--- src/rtl/cmt_pkg.sv ---
package cmt_pkg;
    localparam int ADDR_W = 2;

    typedef enum logic [ADDR_W-1:0] {
        SEL_MATCH = 2'd0,
        SEL_COUNT = 2'd1,
        SEL_CTRL  = 2'd2,
        SEL_ZERO  = 2'd3
    } reg_sel_e;

    typedef struct packed {
        logic zero_on_hit;
        logic run;
    } ctrl_t;

    localparam int CTRL_W = $bits(ctrl_t);
endpackage

--- src/rtl/cmt_regs.sv ---
module cmt_regs
    import cmt_pkg::*;
#(
    parameter int CNT_W = 32
) (
    input  logic              clk,
    input  logic              rst_n,
    input  logic              wr_i,
    input  logic [ADDR_W-1:0] addr_i,
    input  logic [CNT_W-1:0]  wdata_i,
    input  logic [CNT_W-1:0]  count_i,
    output logic [CNT_W-1:0]  match_o,
    output ctrl_t             ctrl_o,
    output logic              zero_o,
    output logic [CNT_W-1:0]  rdata_o
);
    typedef struct packed {
        logic [CNT_W-1:0] match;
        ctrl_t            ctrl;
    } regs_t;

    regs_t    r_d, r_q;
    reg_sel_e sel;

    assign sel = reg_sel_e'(addr_i);

    always_comb begin
        r_d = r_q;
        if (wr_i && sel == SEL_MATCH) r_d.match = wdata_i;
        if (wr_i && sel == SEL_CTRL)  r_d.ctrl  = ctrl_t'(wdata_i[CTRL_W-1:0]);
    end

    always_ff @(posedge clk or negedge rst_n) begin
        if (!rst_n) begin
            r_q.match <= '1;
            r_q.ctrl  <= '0;
        end else begin
            r_q <= r_d;
        end
    end

    always_comb begin
        rdata_o = '0;
        case (sel)
            SEL_MATCH: rdata_o = r_q.match;
            SEL_COUNT: rdata_o = count_i;
            SEL_CTRL:  rdata_o[CTRL_W-1:0] = r_q.ctrl;
            default:   rdata_o = '0;
        endcase
    end

    assign match_o = r_q.match;
    assign ctrl_o  = r_q.ctrl;
    assign zero_o  = wr_i && (sel == SEL_ZERO);

    a_r9_match_load: assert property (@(posedge clk) disable iff (!rst_n)
        (wr_i && addr_i == 2'd0) |=> (match_o == $past(wdata_i)));

    a_r10_ctrl_load: assert property (@(posedge clk) disable iff (!rst_n)
        (wr_i && addr_i == 2'd2) |=> (ctrl_o == $past(wdata_i[1:0])));
endmodule

--- src/rtl/cmt_counter.sv ---
module cmt_counter #(
    parameter int CNT_W = 32
) (
    input  logic             clk,
    input  logic             rst_n,
    input  logic             run_i,
    input  logic             tick_i,
    input  logic             clr_i,
    input  logic             reload_i,
    output logic [CNT_W-1:0] count_o,
    output logic [CNT_W-1:0] next_o
);
    typedef struct packed {
        logic [CNT_W-1:0] count;
    } cnt_t;

    cnt_t c_d, c_q;

    assign next_o = c_q.count + CNT_W'(1);

    always_comb begin
        c_d = c_q;
        if (clr_i) begin
            c_d.count = '0;
        end else if (run_i && tick_i) begin
            c_d.count = reload_i ? '0 : next_o;
        end
    end

    always_ff @(posedge clk or negedge rst_n) begin
        if (!rst_n) c_q <= '0;
        else        c_q <= c_d;
    end

    assign count_o = c_q.count;

    a_r3_zeroed: assert property (@(posedge clk) disable iff (!rst_n)
        clr_i |=> (count_o == '0));

    a_r4_hold: assert property (@(posedge clk) disable iff (!rst_n)
        (!(run_i && tick_i) && !clr_i) |=> $stable(count_o));

    a_r4_step: assert property (@(posedge clk) disable iff (!rst_n)
        (run_i && tick_i && !clr_i && !reload_i) |=> (count_o == CNT_W'($past(count_o) + 1'b1)));

    a_r8_reload: assert property (@(posedge clk) disable iff (!rst_n)
        (reload_i && !clr_i) |=> (count_o == '0));
endmodule

--- src/rtl/cmt_compare.sv ---
module cmt_compare #(
    parameter int CNT_W = 32
) (
    input  logic             clk,
    input  logic             rst_n,
    input  logic             run_i,
    input  logic             zero_on_hit_i,
    input  logic             tick_i,
    input  logic             clr_i,
    input  logic [CNT_W-1:0] next_i,
    input  logic [CNT_W-1:0] match_i,
    output logic             reload_o,
    output logic             irq_o
);
    typedef struct packed {
        logic irq;
    } cmp_t;

    cmp_t s_d, s_q;
    logic hit;

    assign hit      = run_i && tick_i && !clr_i && (next_i == match_i);
    assign reload_o = hit && zero_on_hit_i;

    always_comb begin
        s_d     = s_q;
        s_d.irq = hit && !s_q.irq;
    end

    always_ff @(posedge clk or negedge rst_n) begin
        if (!rst_n) s_q <= '0;
        else        s_q <= s_d;
    end

    assign irq_o = s_q.irq;

    a_r5_cause: assert property (@(posedge clk) disable iff (!rst_n)
        $rose(irq_o) |-> $past(run_i && tick_i && next_i == match_i));

    a_r6_masked: assert property (@(posedge clk) disable iff (!rst_n)
        irq_o |-> $past(run_i));
endmodule

--- src/rtl/cmtimer.sv ---
module cmtimer
    import cmt_pkg::*;
#(
    parameter int CNT_W = 32
) (
    input  logic             clk,
    input  logic             rst_n,
    input  logic             tick_i,
    input  logic             wr_i,
    input  logic [1:0]       addr_i,
    input  logic [CNT_W-1:0] wdata_i,
    output logic [CNT_W-1:0] rdata_o,
    output logic             irq_o
);
    logic [CNT_W-1:0] count, next, match;
    ctrl_t            ctrl;
    logic             zero_wr, reload;

    cmt_regs #(.CNT_W(CNT_W)) u_regs (
        .clk     (clk),
        .rst_n   (rst_n),
        .wr_i    (wr_i),
        .addr_i  (addr_i),
        .wdata_i (wdata_i),
        .count_i (count),
        .match_o (match),
        .ctrl_o  (ctrl),
        .zero_o  (zero_wr),
        .rdata_o (rdata_o)
    );

    cmt_counter #(.CNT_W(CNT_W)) u_counter (
        .clk      (clk),
        .rst_n    (rst_n),
        .run_i    (ctrl.run),
        .tick_i   (tick_i),
        .clr_i    (zero_wr),
        .reload_i (reload),
        .count_o  (count),
        .next_o   (next)
    );

    cmt_compare #(.CNT_W(CNT_W)) u_compare (
        .clk           (clk),
        .rst_n         (rst_n),
        .run_i         (ctrl.run),
        .zero_on_hit_i (ctrl.zero_on_hit),
        .tick_i        (tick_i),
        .clr_i         (zero_wr),
        .next_i        (next),
        .match_i       (match),
        .reload_o      (reload),
        .irq_o         (irq_o)
    );
endmodule

--- config.mk ---
export PLATFORM = sky130hd
export DESIGN_NAME = cmtimer
export DESIGN_NICKNAME = d
export VERILOG_FILES = /design/src/rtl/cmt_pkg.sv /design/src/rtl/cmt_regs.sv /design/src/rtl/cmt_counter.sv /design/src/rtl/cmt_compare.sv /design/src/rtl/cmtimer.sv
export SDC_FILE = /design/constraint.sdc
export NUM_CORES = 1
export LEC_CHECK = 0
export BUFFER_PORTS_ARGS = -buffer_cell sky130_fd_sc_hd__buf_2
export CAP_MARGIN = 5
export CORE_ASPECT_RATIO = 0.6
export CORE_MARGIN = 2
export CORE_UTILIZATION = 25
export CTS_BUF_LIST = sky130_fd_sc_hd__clkbuf_2 sky130_fd_sc_hd__clkbuf_4 sky130_fd_sc_hd__clkbuf_8
export CTS_CLUSTER_DIAMETER = 80
export CTS_CLUSTER_SIZE = 14
export DETAILED_ROUTE_END_ITERATION = 10
export GPL_TIMING_DRIVEN = 1
export HOLD_SLACK_MARGIN = 0.12
export PLACE_DENSITY = 0.47
export SKIP_LAST_GASP = 1
export SLEW_MARGIN = 25
export SYNTH_ARGS = -nofsm -noshare
export SYNTH_HDL_FRONTEND = slang
export SYNTH_HIERARCHICAL = 1
export SYNTH_SLANG_ARGS = --single-unit
export TNS_END_PERCENT = 20
--- constraint.sdc ---
create_clock -name clk -period 3.4 [get_ports clk]
set_clock_uncertainty 0.1 [all_clocks]
set_input_delay 0.34 -clock clk [delete_from_list [all_inputs] [get_ports clk]]
set_output_delay 0.34 -clock clk [all_outputs]
set_load 0.02 [all_outputs]
==> flow_metrics.env <==
export IMPL_cp_required_ps=3570
export IMPL_syn_avg_cell_area_sq_um=9.68
export IMPL_track_usage=0.158
export IMPL_synthAdderAreaFrac=0.00283
export IMPL_worstSetupEndpointType="flop"
export IMPL_netlist_instances=456
export IMPL_slew_headroom=0.447
export IMPL_power_density_nw_per_um2=374
export IMPL_switching_share=0.329
export IMPL_finalPower_w=0.00237
export IMPL_clk_path_buf_depth=2
export IMPL_synthArstFlopShare=1.00
export IMPL_worstSetupPathType="reg -> reg"
export IMPL_drtIter0Drc=192
export IMPL_cts_buffers=9
export IMPL_pwr_share_seq=0.445
export IMPL_root_buffer="clkbuf_8"
export IMPL_rr_worst_depth=14
export IMPL_rows=37
export IMPL_yosys_warnings=6
export IMPL_wl_per_cell_um=16.8
export IMPL_port_buffers=70
export IMPL_synth_enable_flop_cells=0
export IMPL_fin_setup_tns_ps=-5400
export IMPL_place_hpwl_um=10700
export IMPL_dieArea_sq_um=18800
export IMPL_finalCriticalPeriod_ps=3690
export IMPL_h_tree_depth=3
export IMPL_p_int_w=0.00159
export IMPL_postRouteAntennaNets=0
export IMPL_placed_area_sq_um=5640
export IMPL_combinationalPowerShare=0.292
export IMPL_startpoint_type="flop"
export IMPL_rr_endpoint="u_counter/count_o[23]"
export IMPL_synth_top_family_by_area="simple AND/OR/NAND/NOR gates"
export IMPL_r2r_start="u_counter/count_o[6]"
export IMPL_grt_max_degree=59
export IMPL_area_growth_pct=43.8
export IMPL_ys_top_cells_by_area="dfrtp_1 20%, dfstp_2 19%, mux2_2 8.2%"
export IMPL_drc=0
export IMPL_ys_seq_elements=67
export IMPL_synth_area_sq_um=4410
export IMPL_drt_wl_total_um=14700
export IMPL_drive_gt1_frac=0.443
export IMPL_die_y_um=107
export IMPL_yosys_area_share_simple=0.195
export IMPL_synth_top_area_frac=0.198
export IMPL_antenna_found_initial=0
export IMPL_status="finished with violations"
export IMPL_via_per_inst=4.75
export IMPL_p_clk_frac=0.262
export IMPL_rrSetupSlack_ps=-290
export IMPL_start_util=0.256
export IMPL_finalSetupViolations=31
export IMPL_fp_dieW_um=176
export IMPL_hp_class="in -> reg"
export IMPL_synth_cell_types=51
export IMPL_synth_top_area_cell="dfrtp_1"
export IMPL_drv_cap=0
export IMPL_layout_filler_cells=1760
export IMPL_grt_overflow=0
export IMPL_core_region_area_sq_um=17200
export IMPL_synth_xor_area_share=0.115
export IMPL_syn_num_nets=495
export IMPL_violations="negative setup slack"
export IMPL_grt_pass1_wl_um=22600
export IMPL_synth_compound_area_frac=0.0952
export IMPL_rsz0062_at_grt="yes"
export IMPL_p_leak_nw=2.98
export IMPL_period_share=1.09
export IMPL_synthFlopType="dfrtp_1"
export IMPL_final_area_sq_um=6350
export IMPL_cts_sinks=67
export IMPL_fin_nets=675
export IMPL_hold_path_end="u_regs/match_o[14]"
export IMPL_vdd_drop_max_mv=0.161
export IMPL_ys_seq_area_frac=0.389
export IMPL_ioPinCount=71
export IMPL_tightest_slew_ps=830
export IMPL_post_place_ws_ps=-375
export IMPL_min_path_cells=2
export IMPL_drtPass1Iterations=5
export IMPL_grt_pass1_vias=4018
export IMPL_n_antenna_cell=0
export IMPL_setup_slack_ps=-292
export IMPL_cts_tree="built"
export IMPL_gp_congestion=0.856
export IMPL_finalHoldViolCount=0
export IMPL_critPathMaxFanout=14
export IMPL_clock_latency_ps=350
export IMPL_hold_ws_ps=136
export IMPL_clkSlewWorstSetupHoldPaths_ps=80
export IMPL_synth_mux_area_frac=0.159
export IMPL_critPathArrivalTime_ps=3860
export IMPL_fmax_mhz=271
export IMPL_hp_start="wdata_i[14]"
export IMPL_vias=4156
export IMPL_switchingPower_w=0.000780
export IMPL_slew_violations=0
through the flow:
stage	instances	utilization
after CTS	869	0.357
after global placement	821	0.328
after floorplan	456	-
after detailed placement	821	0.328
final	875	0.368
after global routing	875	0.368
power groups by stage:
stage / combinational, W / sequential (W) / clock (W)
after floorplan: 0.000364 / 0.00103 / 0
after global placement: 0.000608 / 0.00106 / 0
after detailed placement: 0.000612 / 0.00107 / 0
after CTS: 0.000644 / 0.00106 / 0.000649
after global routing: 0.000752 / 0.00107 / 0.000689
final: 0.000694 / 0.00106 / 0.000622
repair_timing:
action / 4_1_cts / 5_1_grt
gates cloned: 0 / 2
endpoints found under the hold margin: 36 / 0
endpoints found under the setup margin: 32 / 33
hold buffers: 28 / 0
buffers inserted: 4 / 5
pin swaps: 3 / 15
gates resized for setup: 4 / 25
cells in the final DEF (no fill, tap or decap), drive strengths merged, types with 4 or more instances in the layout:
master and n:
dlygate4sd3 28, mux2i 32, dfstp 32, a21oi 7
nor2 37, xor2 36, or4 4, o21ai 25
inv 10, nand4 12, a22o 6, nand3 22
nor4 14, a31oi 9, nor3 6, nor2b 4
nand2 29, mux2 34, xnor2 22, or3 8
dfrtp 35, clkbuf 14, o31ai 8, and3 9
buf 170
cell type report:
type | count | area [sq um] | area share
Clock buffer | 13 | 160 | 0.0252
Clock inverter | 3 | 15.0 | 0.00237
Inverter | 10 | 37.5 | 0.00591
Multi-Input combinational cell | 349 | 2670 | 0.421
Sequential cell | 67 | 1720 | 0.271
Tap cell | 234 | 293 | 0.0461
Timing Repair Buffer | 199 | 1450 | 0.229
critical path: stages, from the launching register on:
cell and delay (ps):
dfrtp_1 390, nand4_4 150, buf_6 150, or4_4 450
or4_4 530, xnor2_2 150, xor2_1 190, nor4_2 60
nand4_1 180, nor4_4 70, or3_4 390, buf_12 180
buf_12 130, or4_1 390, nand3_1 100
logic make-up (layout without fill, tap and decap cells):
group / count (synthesis) / after routing
fa+ha+maj: 1 / 1
buf+inv: 40 / 225
compound gates: 66 / 66
simple gates: 158 / 158
mux: 66 / 66
xor+xnor: 58 / 58
flops: 67 / 67
sequential cells by signal, indices dropped and copies added (netlist names):
signal             flops
u_regs/match_o        32
u_regs/ctrl_o          2
u_counter/count_o     32
u_compare/irq_o        1
routing by layer:
layer	routed length, um	part of all wire	global-route usage
met5	0	0	0
met4	53	0.0036	0.0272
met1	7770	0.53	0.250
met3	1120	0.076	0.0408
met2	5720	0.39	0.211
worst max-delay path by stage:
| stage | cells after the start | slack [ps] | end | from |
|---|---|---|---|---|
| final | 14 | -290 | u_counter/count_o[23] | u_counter/count_o[6] |
| after global routing | 17 | -450 | u_counter/count_o[19] | u_counter/count_o[1] |
| after CTS | 15 | -230 | u_counter/count_o[23] | u_counter/count_o[6] |
| after detailed placement | 15 | -380 | u_counter/count_o[23] | u_counter/count_o[6] |
| after global placement | 15 | -290 | u_counter/count_o[23] | u_counter/count_o[6] |
| after floorplan | 14 | 3 | u_counter/count_o[12] | u_counter/count_o[8] |
cells in the mapped netlist, types with 2 or more instances:
master     count
nor2_1        37
xor2_1        36
dfrtp_1       35
dfstp_2       32
mux2_2        32
mux2i_1       32
nand2_1       28
o21ai_0       25
xnor2_1       22
nand3_1       21
clkbuf_1      14
nor4_1        13
nand4_1       11
inv_1         10
a31oi_1        9
and3_1         8
buf_2          8
o31ai_1        8
or3_1          8
a21oi_1        7
nor3_1         6
a22o_1         5
buf_6          4
nor2b_1        4
and2_1         3
buf_1          3
nand2b_1       3
nand3b_1       3
mux2_1         2
o211ai_1       2
o22ai_1        2
o2bb2ai_1      2
or4_1          2
or4_4          2
Power figures use the tool's default switching activity.
